===== src/rtl/evt_dly_pkg.sv =====
package evt_dly_pkg;
  // Widths shared by the delay combiner and its checker
  localparam int DEF_NUM_CH  = 3;
  localparam int DEF_CODE_W  = 4;
  localparam int DEF_CNT_W   = 8;
  localparam int DEF_MAX_DLY = 144;
  localparam int DEF_STEP    = 16;

  // Channel countdown state
  typedef enum logic {
    CH_IDLE = 1'b0,
    CH_RUN  = 1'b1
  } ch_state_e;
endpackage


===== src/rtl/evt_dly_decode.sv =====
module evt_dly_decode #(
  parameter int CODE_W  = 4,
  parameter int CNT_W   = 8,
  parameter int MAX_DLY = 144,
  parameter int STEP    = 16
) (
  input  logic [CODE_W-1:0] code_i,
  output logic [CNT_W-1:0]  cycles_o
);
  // Codes below GEO_START map to themselves, then doubling up to LIN_START,
  // then linear steps of STEP, saturating at MAX_DLY.
  localparam int GEO_START = 3;
  localparam int LIN_START = 6;
  localparam int LIN_BASE  = LIN_START - 2;

  logic [31:0] lin_val;

  always_comb begin
    lin_val  = (32'(code_i) - 32'(LIN_BASE)) * 32'(STEP);
    cycles_o = '0;
    if (code_i < CODE_W'(GEO_START)) begin
      cycles_o = CNT_W'(code_i);
    end else if (code_i < CODE_W'(LIN_START)) begin
      cycles_o = CNT_W'(1) << (code_i - CODE_W'(1));
    end else if (lin_val > 32'(MAX_DLY)) begin
      cycles_o = CNT_W'(MAX_DLY);
    end else begin
      cycles_o = lin_val[CNT_W-1:0];
    end
  end
endmodule


===== src/rtl/evt_dly_chan.sv =====
module evt_dly_chan
  import evt_dly_pkg::*;
#(
  parameter int CNT_W = 8
) (
  input  logic             clk,
  input  logic             rst,
  input  logic             raw_i,
  input  logic [CNT_W-1:0] load_i,
  input  logic             sel_i,
  output logic             pulse_o,
  output logic             sel_o,
  output logic             busy_o
);
  logic [CNT_W-1:0] cnt_q;
  ch_state_e        st_q;
  logic             pulse_q;
  logic             sel_q;

  always_ff @(posedge clk) begin
    if (rst) begin
      cnt_q   <= '0;
      st_q    <= CH_IDLE;
      pulse_q <= 1'b0;
      sel_q   <= 1'b0;
    end else begin
      pulse_q <= 1'b0;
      if (raw_i) begin
        // A new event always wins: capture settings and (re)start
        sel_q <= sel_i;
        if (load_i == '0) begin
          pulse_q <= 1'b1;
          st_q    <= CH_IDLE;
          cnt_q   <= '0;
        end else begin
          st_q  <= CH_RUN;
          cnt_q <= load_i;
        end
      end else if (st_q == CH_RUN) begin
        if (cnt_q == CNT_W'(1)) begin
          pulse_q <= 1'b1;
          st_q    <= CH_IDLE;
        end
        cnt_q <= cnt_q - CNT_W'(1);
      end
    end
  end

  assign pulse_o = pulse_q;
  assign sel_o   = sel_q;
  assign busy_o  = (st_q == CH_RUN);
endmodule


===== src/rtl/evt_dly_merge.sv =====
module evt_dly_merge #(
  parameter int NUM_CH = 3
) (
  input  logic              clk,
  input  logic              rst,
  input  logic [NUM_CH-1:0] pulse_i,
  input  logic [NUM_CH-1:0] sel_i,
  output logic              comb_o
);
  logic comb_q;

  always_ff @(posedge clk) begin
    if (rst) comb_q <= 1'b0;
    else     comb_q <= |(pulse_i & sel_i);
  end

  assign comb_o = comb_q;
endmodule


===== src/rtl/evt_delay_combiner.sv =====
module evt_delay_combiner
  import evt_dly_pkg::*;
#(
  parameter int NUM_CH  = DEF_NUM_CH,
  parameter int CODE_W  = DEF_CODE_W,
  parameter int CNT_W   = DEF_CNT_W,
  parameter int MAX_DLY = DEF_MAX_DLY,
  parameter int STEP    = DEF_STEP
) (
  input  logic              clk,
  input  logic              rst,
  input  logic [NUM_CH-1:0] raw_evt,
  input  logic [CODE_W-1:0] delay_code,
  input  logic [NUM_CH-1:0] comb_mask,
  output logic [NUM_CH-1:0] dly_evt,
  output logic              comb_evt
);
  logic [CNT_W-1:0]  load_cycles;
  logic [NUM_CH-1:0] sel_vec;
  logic [NUM_CH-1:0] busy_vec;

  evt_dly_decode #(
    .CODE_W (CODE_W),
    .CNT_W  (CNT_W),
    .MAX_DLY(MAX_DLY),
    .STEP   (STEP)
  ) i_decode (
    .code_i  (delay_code),
    .cycles_o(load_cycles)
  );

  for (genvar g = 0; g < NUM_CH; g++) begin : g_ch
    evt_dly_chan #(.CNT_W(CNT_W)) i_chan (
      .clk    (clk),
      .rst    (rst),
      .raw_i  (raw_evt[g]),
      .load_i (load_cycles),
      .sel_i  (comb_mask[g]),
      .pulse_o(dly_evt[g]),
      .sel_o  (sel_vec[g]),
      .busy_o (busy_vec[g])
    );
  end

  evt_dly_merge #(.NUM_CH(NUM_CH)) i_merge (
    .clk    (clk),
    .rst    (rst),
    .pulse_i(dly_evt),
    .sel_i  (sel_vec),
    .comb_o (comb_evt)
  );
endmodule


===== config.mk =====
export PLATFORM = sky130hd
export DESIGN_NAME = evt_delay_combiner
export DESIGN_NICKNAME = d
export VERILOG_FILES = /design/src/rtl/evt_dly_pkg.sv /design/src/rtl/evt_dly_decode.sv /design/src/rtl/evt_dly_chan.sv /design/src/rtl/evt_dly_merge.sv /design/src/rtl/evt_delay_combiner.sv
export SDC_FILE = /design/constraint.sdc
export NUM_CORES = 1
export LEC_CHECK = 0
export ABC_CLOCK_PERIOD_IN_PS = 2000
export BUFFER_PORTS_ARGS = -buffer_cell sky130_fd_sc_hd__clkbuf_2
export CAP_MARGIN = 30
export CORE_MARGIN = 4
export CORE_UTILIZATION = 35
export CTS_BUF_LIST = sky130_fd_sc_hd__clkbuf_16
export DETAILED_ROUTE_END_ITERATION = 10
export PLACE_DENSITY = 0.5
export SYNTH_ARGS = -nofsm -noshare
export SYNTH_HDL_FRONTEND = slang
export SYNTH_SLANG_ARGS = --single-unit

===== constraint.sdc =====
create_clock -name clk -period 2 [get_ports clk]
set_clock_uncertainty 0.1 [all_clocks]
set_input_delay 0.3 -clock clk [delete_from_list [all_inputs] [get_ports clk]]
set_output_delay 0.3 -clock clk [all_outputs]
set_load 0.005 [all_outputs]

==> impl_results.md <==
* Post-synth top flop: dfxtp_1
* Skew-Pair Late Insertion Delay at 0.28 ns
* Seq/Total Area, Yosys at 0.321
* Slew headroom at 0.610
* RSZ-0062 raised after global routing: false
* Hold Worst Slack at roughly 0.16 ns
* Min cycle time layout at approximately 1.9 ns
* Filler Cell Count at ~600
* Core Util, Final at 0.437
* Die area at ~0.0074 sq mm
* Core Area at 0.00589 sq mm
* Syn_nets at around 270
* Synth unique cells at 46
* Power density over the cells at ~750 mW/mm^2
* Final ANT Viol Nets at 0
* Setup repair bufs after CTS at 0
* Largest net degree at the start of global routing at 25
* Avg Synthesized Cell Area at around 8.5 sq um
* TritonCTS Sinks at 34
* Total power at about 1.9 mW
* Placed insts at between 300 and 400
* Starting density of the core at 0.360
* Final hold violations at 0
* First-pass DRT Iterations at 4
* Critical path type: flop to flop
* Ant. Diodes at 0
* Pleak at around 1.1 nW
* Avg WL per Cell at approximately 14 um
* Worst setup SP type: flop
* Initial DRC count at 81
* Non-Filler Instances at approximately 360
* Mapped Area at 0.00212 sq mm
* TritonCTS clock tree: built
* Total Wirelength at just under 5000 um
* HP Class: input pin to flop
* Fmax at ~530 MHz
* Total track usage at 0.144
* Reg clk slew, reported paths at around 0.050 ns
* Vias in the first global route at 1713
* P&R area growth vs syn at 21.3%
* Least-Margin Pin Slew at ~0.6 ns
* Drt drc at 0
* CP endpoint kind: flop
* R2R Setup Slk at ~0.10 ns
* Final setup viols at 0
* Clock buffer depth at 2
* Root buffer cell: clkbuf_16
* Synthesis Warnings at 0
* Peak VDD IR at between 0.0003 and 0.0004 V
* Layout net count at roughly 300
* Cell row count at 28
* Crit path DAT at approximately 1.9 ns
* H-tree Lvls at 2
* Design Area, Final at ~0.0026 sq mm
* Dpl cell area at approximately 0.0024 sq mm
* Post-synthesis cell count at approximately 250
* FF+latch area at between 600 and 700 sq um
* IO buf count at 15
* # hold bufs at CTS at 0
* Max Slew Vio Count at 0
* GRT overflow at 0
* Vias at between 1500 and 2000
* GPL Wtd Cong at 0.771
* Area of the multi-input gates at 0.00133 sq mm
* Cts bufs inserted at 5
* CTS resizes at 0
* Worst EP required at between 2 and 2.5 ns
* Num ports at 16
* Final worst path period share at 0.948
* Die H at between 80 and 90 um
* Synth async-reset ratio at 0
* #FFs+latches synth at 34
* Crit Path Max Fanout at 3
* Max Cap Viol at 0
* Status: finished, final reports clean
* Post-synth EDFFs at 0
* First-pass GRT wire length at between 8000 and 9000 um
* Antenna violations before repair at 0
* Die extent in x at roughly 86 um
* Vias per cell at between 5 and 6
* DP Wirelength at ~3500 um
* Ratio of cells with drive above 1 in the final layout at 0.231
flip-flops by register name, summed over array words and instances (netlist names):
name / cells
g_ch.i_chan.sel_o: 3
i_merge.comb_o: 1
g_ch.i_chan.cnt_q: 24
g_ch.i_chan.pulse_o: 3
g_ch.i_chan.busy_o: 3
critical path, stage by stage (launching register included):
cell and delay, ns:
dfxtp_1 0.31, or4_1 0.59, nor4b_1 0.46, nor2b_1 0.09
o21ai_1 0.14, a41oi_1 0.06
through the flow:
step / setup TNS (ns) / setup WS [ns]
after detailed placement: -0.759 / -0.152
after global routing: 0 / 0.00153
after CTS: 0 / 0.0878
after global placement: -0.547 / -0.107
final: 0 / 0.105
after floorplan: 0 / 0.00770
kinds of logic after synthesis:
| group | synth area share |
|---|---|
| xor+xnor | 0.0909 |
| simple gates | 0.228 |
| mux | 0.0283 |
| flops | 0.321 |
| compound gates | 0.199 |
| buf+inv | 0.0679 |
| fa+ha+maj | 0.0649 |
Yosys cell counts (4+ instances only):
| cell | count | area [sq um] |
|---|---|---|
| or3b_1 | 4 | 35.0 |
| nor2b_1 | 5 | 31.3 |
| clkbuf_1 | 10 | 37.5 |
| nor4_1 | 4 | 25.0 |
| nor2_1 | 41 | 154 |
| ha_1 | 11 | 138 |
| xor2_1 | 19 | 166 |
| nand2_1 | 12 | 45.0 |
| nor3_1 | 7 | 35.0 |
| buf_4 | 4 | 30.0 |
| mux2i_1 | 6 | 60.1 |
| nor4b_1 | 4 | 35.0 |
| inv_1 | 10 | 37.5 |
| a211oi_1 | 22 | 165 |
| dfxtp_1 | 34 | 681 |
| a21oi_1 | 6 | 30.0 |
area by class of cell:
type                    instances  area share
clock buffers                   5      0.0487
inverters                      10      0.0146
well taps                      75      0.0365
clock inverters                 3     0.00487
multi-input cells             185       0.517
repair buffers                 44       0.114
flip-flops and latches         34       0.265
metal layers:
metal  track usage  vias up  wire length [um]
met4        0.0432        0                99
met2         0.224       20              2210
met5             0        -                 0
met3        0.0413        8               126
met1         0.193      840              2470
li1              -      941                 -
power breakdown:
| part | switching [mW] | total, mW | internal (mW) |
|---|---|---|---|
| Combinational | 0.233 | 0.428 | 0.196 |
| Clock | 0.276 | 0.725 | 0.449 |
| Sequential | 0.0370 | 0.767 | 0.730 |
worst paths after layout:
check                                       to                                 start  cells after the start
min reg2reg  g_ch[2].i_chan.sel_o$_SDFFE_PP0P_     g_ch[2].i_chan.sel_o$_SDFFE_PP0P_                      2
max reg2reg   g_ch[1].i_chan.busy_o$_SDFF_PP0_  g_ch[1].i_chan.cnt_q[2]$_SDFFE_PP0P_                      5
min          g_ch[2].i_chan.sel_o$_SDFFE_PP0P_                          comb_mask[2]                      3
max           g_ch[1].i_chan.busy_o$_SDFF_PP0_  g_ch[1].i_chan.cnt_q[2]$_SDFFE_PP0P_                      5
placed cells by master (no fill, tap or decap), types with 2 or more instances in the layout:
master	count
nor4_1	4
a32o_1	3
o211a_1	2
o21a_1	2
a21o_1	2
nor2_1	41
or4_1	3
ha_1	10
nor2b_1	5
o211ai_1	2
xor2_1	19
buf_4	29
inv_2	2
clkbuf_2	15
nor4b_1	3
or3b_1	4
inv_1	9
a21oi_1	6
dfxtp_1	34
nor3_2	2
nor3_1	7
clkbuf_16	5
xnor2_1	3
mux2i_1	6
nand2_1	12
nand3_1	3
a41oi_1	3
o21ai_1	3
a211oi_2	3
a211oi_1	19
Note: power is estimated with default switching activity, not from simulation.
